$ cat config.mk
export PLATFORM = sky130hd
export DESIGN_NAME = mgmt_frame_launcher
export DESIGN_NICKNAME = d
export VERILOG_FILES = /design/src/rtl/mfl_pkg.sv /design/src/rtl/mfl_rst_sync.sv /design/src/rtl/mfl_regs.sv /design/src/rtl/mfl_mdc_gen.sv /design/src/rtl/mfl_seq.sv /design/src/rtl/mgmt_frame_launcher.sv
export SDC_FILE = /design/constraint.sdc
export NUM_CORES = 1
export LEC_CHECK = 0
export BUFFER_PORTS_ARGS = -buffer_cell sky130_fd_sc_hd__buf_4
export CAP_MARGIN = 40
export CORE_MARGIN = 3
export CORE_UTILIZATION = 30
export CTS_BUF_LIST = sky130_fd_sc_hd__clkbuf_4
export CTS_CLUSTER_SIZE = 40
export DETAILED_ROUTE_END_ITERATION = 8
export PLACE_DENSITY_LB_ADDON = 0.25
export SLEW_MARGIN = 25
export SYNTH_ARGS = -nofsm -noshare
export SYNTH_HDL_FRONTEND = slang
export SYNTH_HIERARCHICAL = 1
export SYNTH_SLANG_ARGS = --single-unit
$ cat constraint.sdc
create_clock -name clk -period 3.2 [get_ports clk]
set_clock_uncertainty 0.15 [all_clocks]
set_input_delay 0.64 -clock clk [delete_from_list [all_inputs] [get_ports clk]]
set_output_delay 0.64 -clock clk [all_outputs]
set_load 0.03 [all_outputs]
$ cat src/rtl/mfl_pkg.sv
`timescale 1ns/1ps
package mfl_pkg;
  // register select values on the bus
  localparam logic SEL_IMAGE = 1'b0;
  localparam logic SEL_SPEED = 1'b1;
  // opcode value that marks a read transaction
  localparam logic [1:0] OP_READ = 2'b10;

  typedef enum logic [1:0] {
    PH_IDLE = 2'd0,
    PH_PRE  = 2'd1,
    PH_BODY = 2'd2
  } phase_e;
endpackage

$ cat src/rtl/mfl_rst_sync.sv
`timescale 1ns/1ps
module mfl_rst_sync (
  input  logic clk,
  input  logic rst_n,
  output logic arst_n
);
  logic s1_q;
  logic s2_q;

  always_ff @(posedge clk or negedge rst_n) begin
    if (!rst_n) begin
      s1_q <= 1'b0;
      s2_q <= 1'b0;
    end else begin
      s1_q <= 1'b1;
      s2_q <= s1_q;
    end
  end

  assign arst_n = s2_q;
endmodule

$ cat src/rtl/mfl_regs.sv
`timescale 1ns/1ps
module mfl_regs #(
  parameter int DIV_W   = 8,
  parameter int FRAME_W = 32,
  parameter int DATA_W  = 16
) (
  input  logic               clk,
  input  logic               arst_n,
  input  logic               wr_en,
  input  logic               wr_sel,
  input  logic [FRAME_W-1:0] wr_data,
  input  logic               rd_sel,
  input  logic               launch,
  input  logic               cap_valid,
  input  logic [DATA_W-1:0]  cap_data,
  output logic [FRAME_W-1:0] image,
  output logic [DIV_W-1:0]   speed,
  output logic               pend,
  output logic [FRAME_W-1:0] rd_data
);
  import mfl_pkg::*;

  localparam int PAD_W = FRAME_W - DIV_W;

  logic [FRAME_W-1:0] image_q, image_n;
  logic               image_en;
  logic [DIV_W-1:0]   speed_q, speed_n;
  logic               pend_q, pend_n;
  logic               wr_img, wr_spd;

  assign wr_img = wr_en && (wr_sel == SEL_IMAGE);
  assign wr_spd = wr_en && (wr_sel == SEL_SPEED);

  // image register: software write wins, captured read data only when nothing queued
  always_comb begin
    image_en = wr_img || (cap_valid && !pend_q);
    if (wr_img) image_n = wr_data;
    else        image_n = {image_q[FRAME_W-1:DATA_W], cap_data};
  end

  always_comb begin
    speed_n = speed_q;
    if (wr_spd) speed_n = wr_data[DIV_W-1:0];
  end

  always_comb begin
    pend_n = pend_q;
    if (wr_img)      pend_n = 1'b1;
    else if (launch) pend_n = 1'b0;
  end

  // no defined reset value for the image
  always_ff @(posedge clk) begin
    if (image_en) image_q <= image_n;
  end

  always_ff @(posedge clk or negedge arst_n) begin
    if (!arst_n) begin
      speed_q <= '0;
      pend_q  <= 1'b0;
    end else begin
      speed_q <= speed_n;
      pend_q  <= pend_n;
    end
  end

  assign image   = image_q;
  assign speed   = speed_q;
  assign pend    = pend_q;
  assign rd_data = (rd_sel == SEL_SPEED) ? {{PAD_W{1'b0}}, speed_q} : image_q;
endmodule

$ cat src/rtl/mfl_mdc_gen.sv
`timescale 1ns/1ps
module mfl_mdc_gen #(
  parameter int DIV_W = 8
) (
  input  logic             clk,
  input  logic             arst_n,
  input  logic             launch,
  input  logic             run,
  input  logic [DIV_W-1:0] div_in,
  output logic             mdc,
  output logic             rise,
  output logic             fall
);
  localparam logic [DIV_W-1:0] ONE = DIV_W'(1);

  logic [DIV_W-1:0] cnt_q, cnt_n;
  logic [DIV_W-1:0] div_q, div_n;
  logic             mdc_q, mdc_n;
  logic             wrap;

  assign wrap = run && (cnt_q == (div_q - ONE));
  assign rise = wrap && !mdc_q;
  assign fall = wrap && mdc_q;

  always_comb begin
    cnt_n = cnt_q;
    div_n = div_q;
    mdc_n = mdc_q;
    if (launch) begin
      cnt_n = '0;
      mdc_n = 1'b0;
      div_n = div_in;
    end else if (run) begin
      if (wrap) begin
        cnt_n = '0;
        mdc_n = !mdc_q;
      end else begin
        cnt_n = cnt_q + ONE;
      end
    end else begin
      cnt_n = '0;
      mdc_n = 1'b0;
    end
  end

  always_ff @(posedge clk or negedge arst_n) begin
    if (!arst_n) begin
      cnt_q <= '0;
      div_q <= '0;
      mdc_q <= 1'b0;
    end else begin
      cnt_q <= cnt_n;
      div_q <= div_n;
      mdc_q <= mdc_n;
    end
  end

  assign mdc = mdc_q;
endmodule

$ cat src/rtl/mfl_seq.sv
`timescale 1ns/1ps
module mfl_seq #(
  parameter int PRE_LEN = 32,
  parameter int FRAME_W = 32,
  parameter int DATA_W  = 16
) (
  input  logic               clk,
  input  logic               arst_n,
  input  logic               launch,
  input  logic [FRAME_W-1:0] image,
  input  logic               rise,
  input  logic               fall,
  input  logic               mdio_i,
  output logic               busy,
  output logic               done,
  output logic               mdio_o,
  output logic               mdio_oe,
  output logic               cap_valid,
  output logic [DATA_W-1:0]  cap_data
);
  import mfl_pkg::*;

  localparam int TOTAL  = PRE_LEN + FRAME_W;
  localparam int IDX_W  = $clog2(TOTAL);
  localparam int OP_HI  = FRAME_W - 3;
  localparam int TA_OFF = FRAME_W - 2 - DATA_W;
  localparam logic [IDX_W-1:0] LAST_IDX = IDX_W'(TOTAL - 1);
  localparam logic [IDX_W-1:0] PRE_LAST = IDX_W'(PRE_LEN - 1);
  localparam logic [IDX_W-1:0] TA_IDX   = IDX_W'(PRE_LEN + TA_OFF);
  localparam logic [IDX_W-1:0] DAT_IDX  = IDX_W'(TOTAL - DATA_W);
  localparam logic [IDX_W-1:0] IDX_ONE  = IDX_W'(1);

  phase_e             ph_q, ph_n;
  logic [IDX_W-1:0]   idx_q, idx_n;
  logic [FRAME_W-1:0] sh_q, sh_n;
  logic [DATA_W-1:0]  cap_q, cap_n;
  logic               rd_q, rd_n;
  logic               done_q, done_n;
  logic               at_last;

  assign at_last = fall && (idx_q == LAST_IDX);

  always_comb begin
    ph_n   = ph_q;
    idx_n  = idx_q;
    sh_n   = sh_q;
    cap_n  = cap_q;
    rd_n   = rd_q;
    done_n = 1'b0;
    if (launch) begin
      ph_n  = PH_PRE;
      idx_n = '0;
      sh_n  = image;
      cap_n = '0;
      rd_n  = (image[OP_HI -: 2] == OP_READ);
    end else begin
      if (rise && rd_q && (idx_q >= DAT_IDX))
        cap_n = {cap_q[DATA_W-2:0], mdio_i};
      if (fall) begin
        if (at_last) begin
          ph_n   = PH_IDLE;
          done_n = 1'b1;
        end else begin
          idx_n = idx_q + IDX_ONE;
          if (ph_q == PH_BODY)  sh_n = {sh_q[FRAME_W-2:0], 1'b0};
          if (idx_q == PRE_LAST) ph_n = PH_BODY;
        end
      end
    end
  end

  // datapath registers carry no reset
  always_ff @(posedge clk) begin
    sh_q  <= sh_n;
    cap_q <= cap_n;
  end

  always_ff @(posedge clk or negedge arst_n) begin
    if (!arst_n) begin
      ph_q   <= PH_IDLE;
      idx_q  <= '0;
      rd_q   <= 1'b0;
      done_q <= 1'b0;
    end else begin
      ph_q   <= ph_n;
      idx_q  <= idx_n;
      rd_q   <= rd_n;
      done_q <= done_n;
    end
  end

  assign busy      = (ph_q != PH_IDLE);
  assign done      = done_q;
  assign mdio_o    = (ph_q == PH_BODY) ? sh_q[FRAME_W-1] : 1'b1;
  assign mdio_oe   = busy && !(rd_q && (idx_q >= TA_IDX));
  assign cap_valid = at_last && rd_q;
  assign cap_data  = cap_q;
endmodule

$ cat src/rtl/mgmt_frame_launcher.sv
`timescale 1ns/1ps
module mgmt_frame_launcher #(
  parameter int DIV_W   = 8,
  parameter int PRE_LEN = 32,
  parameter int FRAME_W = 32,
  parameter int DATA_W  = 16
) (
  input  logic               clk,
  input  logic               rst_n,
  input  logic               bus_wr,
  input  logic               bus_addr,
  input  logic [FRAME_W-1:0] bus_wdata,
  output logic [FRAME_W-1:0] bus_rdata,
  output logic               mdc,
  output logic               mdio_o,
  output logic               mdio_oe,
  input  logic               mdio_i,
  output logic               busy,
  output logic               done
);
  logic               arst_n;
  logic [FRAME_W-1:0] image_w;
  logic [DIV_W-1:0]   speed_w;
  logic               pend_w;
  logic               launch_w;
  logic               rise_w, fall_w;
  logic               cap_valid_w;
  logic [DATA_W-1:0]  cap_data_w;

  assign launch_w = pend_w && (speed_w != '0) && !busy;

  mfl_rst_sync u_rst (
    .clk    (clk),
    .rst_n  (rst_n),
    .arst_n (arst_n)
  );

  mfl_regs #(.DIV_W(DIV_W), .FRAME_W(FRAME_W), .DATA_W(DATA_W)) u_regs (
    .clk       (clk),
    .arst_n    (arst_n),
    .wr_en     (bus_wr),
    .wr_sel    (bus_addr),
    .wr_data   (bus_wdata),
    .rd_sel    (bus_addr),
    .launch    (launch_w),
    .cap_valid (cap_valid_w),
    .cap_data  (cap_data_w),
    .image     (image_w),
    .speed     (speed_w),
    .pend      (pend_w),
    .rd_data   (bus_rdata)
  );

  mfl_mdc_gen #(.DIV_W(DIV_W)) u_mdc (
    .clk    (clk),
    .arst_n (arst_n),
    .launch (launch_w),
    .run    (busy),
    .div_in (speed_w),
    .mdc    (mdc),
    .rise   (rise_w),
    .fall   (fall_w)
  );

  mfl_seq #(.PRE_LEN(PRE_LEN), .FRAME_W(FRAME_W), .DATA_W(DATA_W)) u_seq (
    .clk       (clk),
    .arst_n    (arst_n),
    .launch    (launch_w),
    .image     (image_w),
    .rise      (rise_w),
    .fall      (fall_w),
    .mdio_i    (mdio_i),
    .busy      (busy),
    .done      (done),
    .mdio_o    (mdio_o),
    .mdio_oe   (mdio_oe),
    .cap_valid (cap_valid_w),
    .cap_data  (cap_data_w)
  );
endmodule

; ---- Yosys cells after proc, flatten, opt, wreduce, memory -nomap -nowiden
; Cells that the tools add are included.
[totals]
reg_bits = 118
input_bits = 37
output_inout_bits = 37
word_cells = 82
[op_classes]
n_addsub = 3
magnitude_cmp = 2
n_eq_ne = 7
muxes = 25
bitwise = 1
reduce_logical = 29
[ops]
columns = op, count
row1 = $mux 32, 5
row2 = $mux 8, 3
row3 = $mux 6, 3
row4 = $mux 16, 1
row5 = $logic_and 1x1->1, 14
row6 = $ge 6x6->1 const B, 2
row7 = $mux 1, 9
row8 = $add 8x1->8 const B, 1
row9 = $eq 8x8->1, 1
row10 = $mux 2, 4
row11 = $reduce_bool 2->1, 4
row12 = $reduce_bool 8->1, 1
row13 = $sub 8x1->8 const B, 1
row14 = $add 6x1->6 const B, 1
row15 = $eq 6x5->1 const B, 1
row16 = $eq 6x6->1 const B, 1
row17 = $reduce_and 2->1, 3
row18 = $eq 2x2->1 const B, 2
row19 = $logic_not 1->1, 4
row20 = $ne 3x1->1 const B, 1
row21 = $reduce_and 3->1, 1
row22 = $reduce_bool 3->1, 1
row23 = $ne 2x2->1 const B, 1
row24 = $logic_or 1x1->1, 1
row25 = $not 1->1, 1

; ---- Logic depth before layout (Yosys ltp)
; Gate-level depths: netlist of run 1.
[logic_depth]
ltp_word = 9
ltp_mapped = 14
depth_no_buf = 12

; ---- Cells and area by module
; Netlist of run 1, hierarchy kept.
[modules_own_cells]
columns = module, instances, cells_per_inst, area_each_um2, seq_area_each_um2
row1 = mfl_seq, 1, 204, 2461.1, 1531.5
row2 = mfl_regs, 1, 109, 1796.7, 1186.1
row3 = mfl_mdc_gen, 1, 96, 983.4, 425.4
row4 = mfl_rst_sync, 1, 3, 53.8, 50.0
row5 = mgmt_frame_launcher, 1, 4, 36.3, 0.0

; ---- Worst setup path before layout of run 1
; OpenSTA, ideal clock, no wires.
[synth_timing]
path_kind = reg2reg
startpoint = register u_mdc.div_q[0]
endpoint = register u_seq.sh_q[0] (enable)
setup_time_ns = 0.466
t_arrival_ns = 4.623
t_required_ns = 2.584
setup_slack_ns = -2.038
stages_incl_launch_ff = 13
path_buffers = 2
synth_period_minus_slack_ns = 5.238
path_cell_list = dfrtp_1 -> inv_1 -> ha_1 -> nor2b_4 -> nand3b_1 -> a2111oi_2 -> nand2_1 -> nor4_2 -> buf_4 -> and2_1 -> buf_2 -> o21ai_0 -> o21ai_0
[synth_via]
elab_chain_cells = 7
elab_cells_between_ends = 8
classes_between = add/sub: 1 / eq/ne: 2 / reduce/logical: 5
[synth_lines]
columns = element, line
row1 = "start, declared", mfl_mdc_gen.sv:17  ; logic [DIV_W-1:0] div_q, div_n;
row2 = "start signal, assigned", mfl_mdc_gen.sv:53  ; div_q <= div_n;
row3 = $sub 8x1->8 *, mfl_mdc_gen.sv:21  ; assign wrap = run && (cnt_q == (div_q - ONE));
row4 = $eq 8x8->1 *, mfl_mdc_gen.sv:21
row5 = $logic_and 1x1->1 *, mfl_mdc_gen.sv:21
row6 = $logic_and 1x1->1 *, mfl_mdc_gen.sv:23  ; assign fall = wrap && mdc_q;
row7 = named net fall_w, mgmt_frame_launcher.sv:26  ; logic rise_w, fall_w;
row8 = $logic_and 1x1->1, mfl_seq.sv:41  ; assign at_last = fall && (idx_q == LAST_IDX);
row9 = $ne 2x2->1 (no source line), -
row10 = $reduce_and 3->1 (no source line) *, -
row11 = "end signal, assigned", mfl_seq.sv:74  ; sh_q <= sh_n;
row12 = "end, declared", mfl_seq.sv:35  ; logic [FRAME_W-1:0] sh_q, sh_n;
; The timed path passes the listed nets; every way through them passes the cells marked *.
; A chain may end at the register's enable or synchronous reset.

; ---- Worst setup path after layout of run 1
[layout_timing]
startpoint = register u_mdc.div_q[1]
endpoint = register u_regs.image_q[11], in the netlist u_regs/image[11] (enable)
[layout_via]
elab_chain_cells = 8
[layout_lines]
columns = element, line
row1 = $sub 8x1->8, mfl_mdc_gen.sv:21
row2 = $eq 8x8->1, mfl_mdc_gen.sv:21
row3 = $logic_and 1x1->1, mfl_mdc_gen.sv:21
row4 = $logic_and 1x1->1, mfl_mdc_gen.sv:23
row5 = named net fall_w, mgmt_frame_launcher.sv:26
row6 = $logic_and 1x1->1, mfl_seq.sv:41
row7 = $logic_and 1x1->1, mfl_seq.sv:96  ; assign cap_valid = at_last && rd_q;
row8 = named net cap_valid_w, mgmt_frame_launcher.sv:27  ; logic cap_valid_w;
row9 = $logic_and 1x1->1, mfl_regs.sv:36  ; image_en = wr_img || (cap_valid && !pend_q);
row10 = $logic_or 1x1->1, mfl_regs.sv:36
row11 = named net u_regs.image_en, mfl_regs.sv:26  ; logic image_en;
row12 = "end signal, assigned", mfl_regs.sv:54  ; if (image_en) image_q <= image_n;
row13 = "end, declared", mfl_regs.sv:25  ; logic [FRAME_W-1:0] image_q, image_n;
; The timed path passes the listed nets, and every way through them passes these cells.

==> results of run 1 <==
power by group through the flow:
stage / sequential (W) / combinational (W) / clock, W
finish: 0.00199 / 0.000753 / 0.00125
CTS: 0.00199 / 0.000730 / 0.00129
detailed placement: 0.00202 / 0.000727 / 0
global route: 0.00202 / 0.000833 / 0.00135
floorplan: 0.00196 / 0.000534 / 0
global placement: 0.00201 / 0.000696 / 0
worst max-delay path, cell delays in order (launching register included):
cell and delay, ns:
dfrtp_2 0.39, inv_2 0.06, ha_4 0.16, nor2b_4 0.13, buf_4 0.14, buf_4 0.13
o21ai_1 0.16, nand3_1 0.10, a22o_1 0.24, nor4_2 0.18, and2_4 0.22, nand3_4 0.08
nor3_2 0.13, inv_1 0.10, o21ai_4 0.22, clkbuf_16 0.19
state kept, by name, summed over array words and instances, names as in the netlist:
register,count
u_regs/image,32
u_seq/sh_q,32
u_seq/cap_data,16
u_mdc/cnt_q,8
u_mdc/div_q,8
u_regs/speed,8
u_seq/idx_q,6
u_seq/ph_q,2
u_mdc/mdc,1
u_regs/pend,1
u_rst/arst_n,1
u_rst/s1_q,1
u_seq/done,1
u_seq/rd_q,1
cells in the final DEF, fill, tap and decap left out, types with 5 or more instances in the layout:
master     Yosys  routed
a21oi_1       19      18
a31oi_1        6       6
buf_4          2      88
bufinv_16      0       5
clkbuf_4       0      20
dfrtp_1       38      37
dfxtp_1       16      16
edfxtp_1      64      64
inv_1         11       9
mux2_2        62      62
mux2_4         7       7
nand2_1       43      43
nand2b_1       5       5
nand3_1       10       9
nor2_1         7       7
nor2b_1       25      25
nor3_1        16      15
o21ai_0       11       7
xnor2_1        6       6
xor2_1         9       9
cell type report:
type                       instances  area [sq um]
inverter                          11          41.3
clock buffer                      20           150
tap                              225           282
clock inverter                    11           181
fill                            1664         10700
antenna                            1          2.50
sequential                       118          3190
multi-input combinational        266          2050
timing repair buffer              92           736
stage by stage:
step           hold WS (ns)  instances  total power (W)
4_1_cts              0.0694        736          0.00401
3_5_place_dp          0.170        704          0.00274
5_1_grt              0.0679        744          0.00420
3_3_place_gp          0.165        704          0.00271
6_report              0.130        744          0.00399
2_1_floorplan         0.181        416          0.00249
cells by family (layout without fill, tap and decap cells):
logic type / count (synthesis) / in the layout / share of synthesized area, %
buffers and inverters: 32 / 134 / 3.03
muxes: 69 / 69 / 15.1
and+or+nand+nor: 132 / 132 / 13.6
other: 1 / 2 / 0.0703
adders and majority gates: 3 / 3 / 0.704
AOI/OAI and AO/OA: 46 / 46 / 5.16
xor gates and xnor gates: 15 / 15 / 2.46
DFF: 118 / 118 / 59.9
routing by layer:
layer	global-route usage (%)	part of all wire, %	vias to the layer above	routed length [um]
met2	20.1	50	74	5840
met4	4.43	1.4	0	166
li1	-	-	1681	-
met5	0	0	-	0
met1	15.6	44	1668	5200
met3	3.99	4.2	12	496
final timing paths:
path | cells after the start | endpoint | slack (ns) | start
min in group clk | 1 | u_regs/image[30] | 0.13 | bus_wdata[30]
hold reg to reg | 1 | u_regs/speed[2] | 0.13 | u_rst/arst_n
max in group asynchronous | 1 | u_mdc/div_q[1] | 2.40 | u_rst/arst_n
hold / removal | 1 | u_regs/speed[2] | 0.13 | u_rst/arst_n
setup reg to reg | 15 | u_regs/image[11] | 0.14 | u_mdc/div_q[1]
setup / recovery | 15 | u_regs/image[11] | 0.14 | u_mdc/div_q[1]
repair_timing:
item                       in CTS  in global routing
hold endpoints to repair        2                  0
setup endpoints to repair       0                 16
buffers inserted                0                  6
gates resized for setup         0                  7
hold buffers                    1                  0
==> run summary, run 1 <==
First-iteration detailed-routing DRC count: 189
Slew @ Worst Pin: 0.654 ns
GR Util All Layers: 12.4%
Crit Path Max Fanout: 8
Max Slew Vio Count: 0
Critical Path AT: 3.16 ns
Port-buffer cells: 73
Critical Path RT: 3.30 ns
Sink Count: 118
Die height: 139 um
Sw Ratio: 27.7%
Fraction of layout cells with a size suffix above 1: 40.5%
Synth warn: 6
Initial antenna violation count: 1
Int Power: 0.00288 W
Crit end category: flip-flop
Reg power frac: 49.8%
Root buffer cell: clkbuf_4
Core area: 0.0174 sq mm
Sum Neg Setup Slack: 0 ns
Clock power frac: 31.3%
Static Leak: 2.60 nW
Initial Util: 30.7%
Residual DRC count: 0
Layout overhead on the synthesized area: 24.4%
CTS H-tree lvls: 4
Final Core Density: 38.2%
Post-Place Setup Slack: 0.172 ns
Seq/Total Area, Yosys: 59.9%
Clk slew on worst S/H paths: 0.10 ns
Vias: 3,435
Vias/cell: 4.62
Tmin final: 3.06 ns
Worst setup margin: 0.138 ns
# setup viols final: 0
Pin count of the biggest net entering global routing: 37
Top-count cell post-synth: edfxtp_1
Nets: 546
Unrepaired setup endpoints after global routing: yes
Worst setup SP type: flip-flop
Area leader, netlist: edfxtp_1
DRT Wirelength: 11.7 mm
I/O pin total: 74
CTS tree: built
Area after DPL: 0.00619 sq mm
Rows: 48
Post-route ant nets: 0
Synth unique cells: 46
Full die area: 0.0194 sq mm
Fmax: 327 MHz
VDD IR max: 0.205 mV
Tcrit/Tclk final: 95.7%
FF+latch count, synth: 118
GP Congestion: 0.881
Global route overflow: 0
Logic pwr share: 18.9%
Pwr/cell area: 601 mW/mm^2
Yosys top cell area share: 36.0%
Class of the worst hold path: reg2async
Synth async-reset ratio: 32.2%
Crit Path Class: reg2reg
Number of flops mapped to enable cells by yosys: 64
First-pass GRT wire length: 18.9 mm
CTS Buf Count: 17
Max Root-Sink Buffers: 2
Clock latency on the worst-skew pair: 0.53 ns
Top post-synthesis cells by area: edfxtp_1 (36%), dfrtp_1 (18%), mux2_2 (13%), dfxtp_1 (6.0%), nand2_1 (3.0%)
Hpwl dp: 8.26 mm
Max Cap Viol: 0
Final Cell Area: 0.00663 sq mm
Slew Limit Headroom: 56.3%
Netlist Area Pre-Place: 0.00533 sq mm
Synth Net Count: 456
Status: complete, no violations
Psw: 0.00111 W
Ys flop type: edfxtp_1
Routed len/inst: 15.7 um
Vias in the first global route: 3,605
Post-Syn Instances: 416
Drt first pass iters: 4
Endpoints failing hold: 0
Avg Inst Size Synth: 12.8 sq um
Die width: 139 um
Commonest cells in the netlist: edfxtp_1 (64), mux2_2 (62), nand2_1 (43)
No activity file was read; power rests on OpenSTA's default activity.
==> inputs of run 2 (changes only) <==
Settings changed: CORE_ASPECT_RATIO set to 0.7, SETUP_SLACK_MARGIN set to 0.15.
==> run summary, run 2 (same netlist as run 1, synthesis figures left out) <==
Clk slew on worst S/H paths: 0.11 ns
Critical Path AT: 2.95 ns
Class of the worst hold path: reg2async
Initial Util: 30.9%
Layout overhead on the synthesized area: 24.5%
Die width: 165 um
Most common cell after layout, fill and taps aside: buf_4
# setup viols final: 0
Vias in the first global route: 3,513
Rows: 40
GP Congestion: 0.757
GR Util All Layers: 12.6%
Most frequent cells in the layout: buf_4 (82), edfxtp_1 (64), mux2_2 (62)
Final Cell Area: 0.00664 sq mm
Tcrit/Tclk final: 90.0%
Pwr/cell area: 554 mW/mm^2
Sink Count: 118
Max Root-Sink Buffers: 2
Hold Slack: 0.154 ns
FF-to-FF setup slack: 0.32 ns
Initial antenna violation count: 0
Status: complete, no violations
Vias: 3,483
Core area: 0.0173 sq mm
Multi-input gate area: 0.00206 sq mm
Fraction of layout cells with a size suffix above 1: 40.8%
I/O pin total: 74
Global route overflow: 0
VDD IR max: 0.223 mV
Slew Limit Headroom: 55.0%
Slew @ Worst Pin: 0.675 ns
First-pass GRT wire length: 18.9 mm
FF/Latch Area: 0.00319 sq mm
CTS Buf Count: 17
Post-Place Setup Slack: 0.157 ns
R2R Path End: u_regs/image[7]
CTS tree: built
DRT Wirelength: 12.2 mm
Worst setup margin: 0.319 ns
Static Leak: 2.59 nW
Root buffer cell: clkbuf_4
Crit Path Max Fanout: 8
Clock latency on the worst-skew pair: 0.50 ns
Fmax: 347 MHz
First-iteration detailed-routing DRC count: 252
Unrepaired setup endpoints after global routing: yes
Crit Path Class: reg2reg
Critical Path RT: 3.26 ns
Vias/cell: 4.64
Residual DRC count: 0
Pin count of the biggest net entering global routing: 42
Fillers: 1,670
Launch point of the worst reg-to-reg path: u_mdc/div_q[0]
Power, Total: 0.00368 W
Endpoints failing hold: 0
Die height: 118 um
Port-buffer cells: 73
Drt first pass iters: 4
Routed len/inst: 16.2 um
Tmin final: 2.88 ns
Nets: 547
CTS H-tree lvls: 4
Worst setup SP type: flip-flop
Cell count after placement: 709
R2R cell count: 14
Crit end category: flip-flop
N_diodes: 0
Hpwl dp: 8.09 mm
Area after DPL: 0.00620 sq mm
Max Cap Viol: 0
Full die area: 0.0194 sq mm
Max Slew Vio Count: 0
Non-Filler Instances: 751
Post-route ant nets: 0
-- run 2: cell count changes in the layout (fill, tap and decap cells not counted), moves of 2 or more --
cell,change
bufinv_16,-4
buf_12,+2
buf_6,+3
buf_4,-6
clkinv_2,+4
-- run 2: report_power, final --
| group | switching (W) | internal (W) | total (W) | leakage [nW] |
|---|---|---|---|---|
| Sequential | 0.000191 | 0.00179 | 0.00198 | 1.19 |
| Combinational | 0.000368 | 0.000378 | 0.000747 | 1.25 |
| Clock | 0.000544 | 0.000409 | 0.000952 | 0.144 |
| Total | 0.00110 | 0.00257 | 0.00368 | 2.59 |
-- run 2: final cells by class --
class / count / share of cell area (%)
well taps: 231 / 4.35
clock inverters: 11 / 1.28
inverters: 11 / 0.622
clock buffers: 21 / 2.37
multi-input cells: 266 / 31.0
flip-flops and latches: 118 / 48.1
repair buffers: 93 / 12.3
-- run 2: worst max-delay path: stages (launching register included) --
cell and delay (ns):
dfrtp_1 0.38, inv_2 0.06, ha_4 0.15, nor2b_4 0.12, buf_4 0.15, o21ai_1 0.12, nand3_1 0.08, a22o_1 0.24
nor4_4 0.28, and2_4 0.21, nand3_4 0.08, nor3_2 0.11, inv_1 0.08, o21ai_4 0.22, buf_12 0.18
-- run 2: per-stage QoR --
stage                     util, %  setup TNS, ns
after detailed placement     35.9              0
after floorplan                 -         -0.206
after CTS                    37.8              0
after global routing         38.4              0
final                        38.4              0
after global placement       35.9              0
-- run 2: what timing repair did --
item | in CTS | in global routing
hold buffers | 1 | 0
cloned | 1 | 3
buffers inserted | 4 | 1
hold endpoints to repair | 2 | 0
pin swaps | 7 | 5
resized for setup | 5 | 5
setup endpoints to repair | 16 | 65
-- run 2: routing by layer --
layer / routed length, um / track usage, % / vias to the layer above
met3: 529 / 3.48 / 10
met4: 129 / 4.47 / 0
met2: 5200 / 17.2 / 68
met5: 0 / 0 / -
met1: 6300 / 19.0 / 1720
li1: - / - / 1685
-- run 2: how the worst max path moves through the flow --
| stage | from | depth (start not counted) | slack [ns] | to |
|---|---|---|---|---|
| 4_1_cts | u_mdc/div_q[0] | 13 | 0.16 | u_regs/image[3] |
| 3_3_place_gp | u_mdc/div_q[1] | 13 | 0.22 | u_regs/image[0] |
| 6_report | u_mdc/div_q[0] | 14 | 0.32 | u_regs/image[7] |
| 2_1_floorplan | u_mdc/div_q[0] | 12 | -0.005 | u_seq/sh_q[0] |
| 3_5_place_dp | u_mdc/div_q[1] | 13 | 0.16 | u_regs/image[0] |
| 5_1_grt | u_mdc/div_q[0] | 14 | 0.14 | u_seq/cap_data[4] |
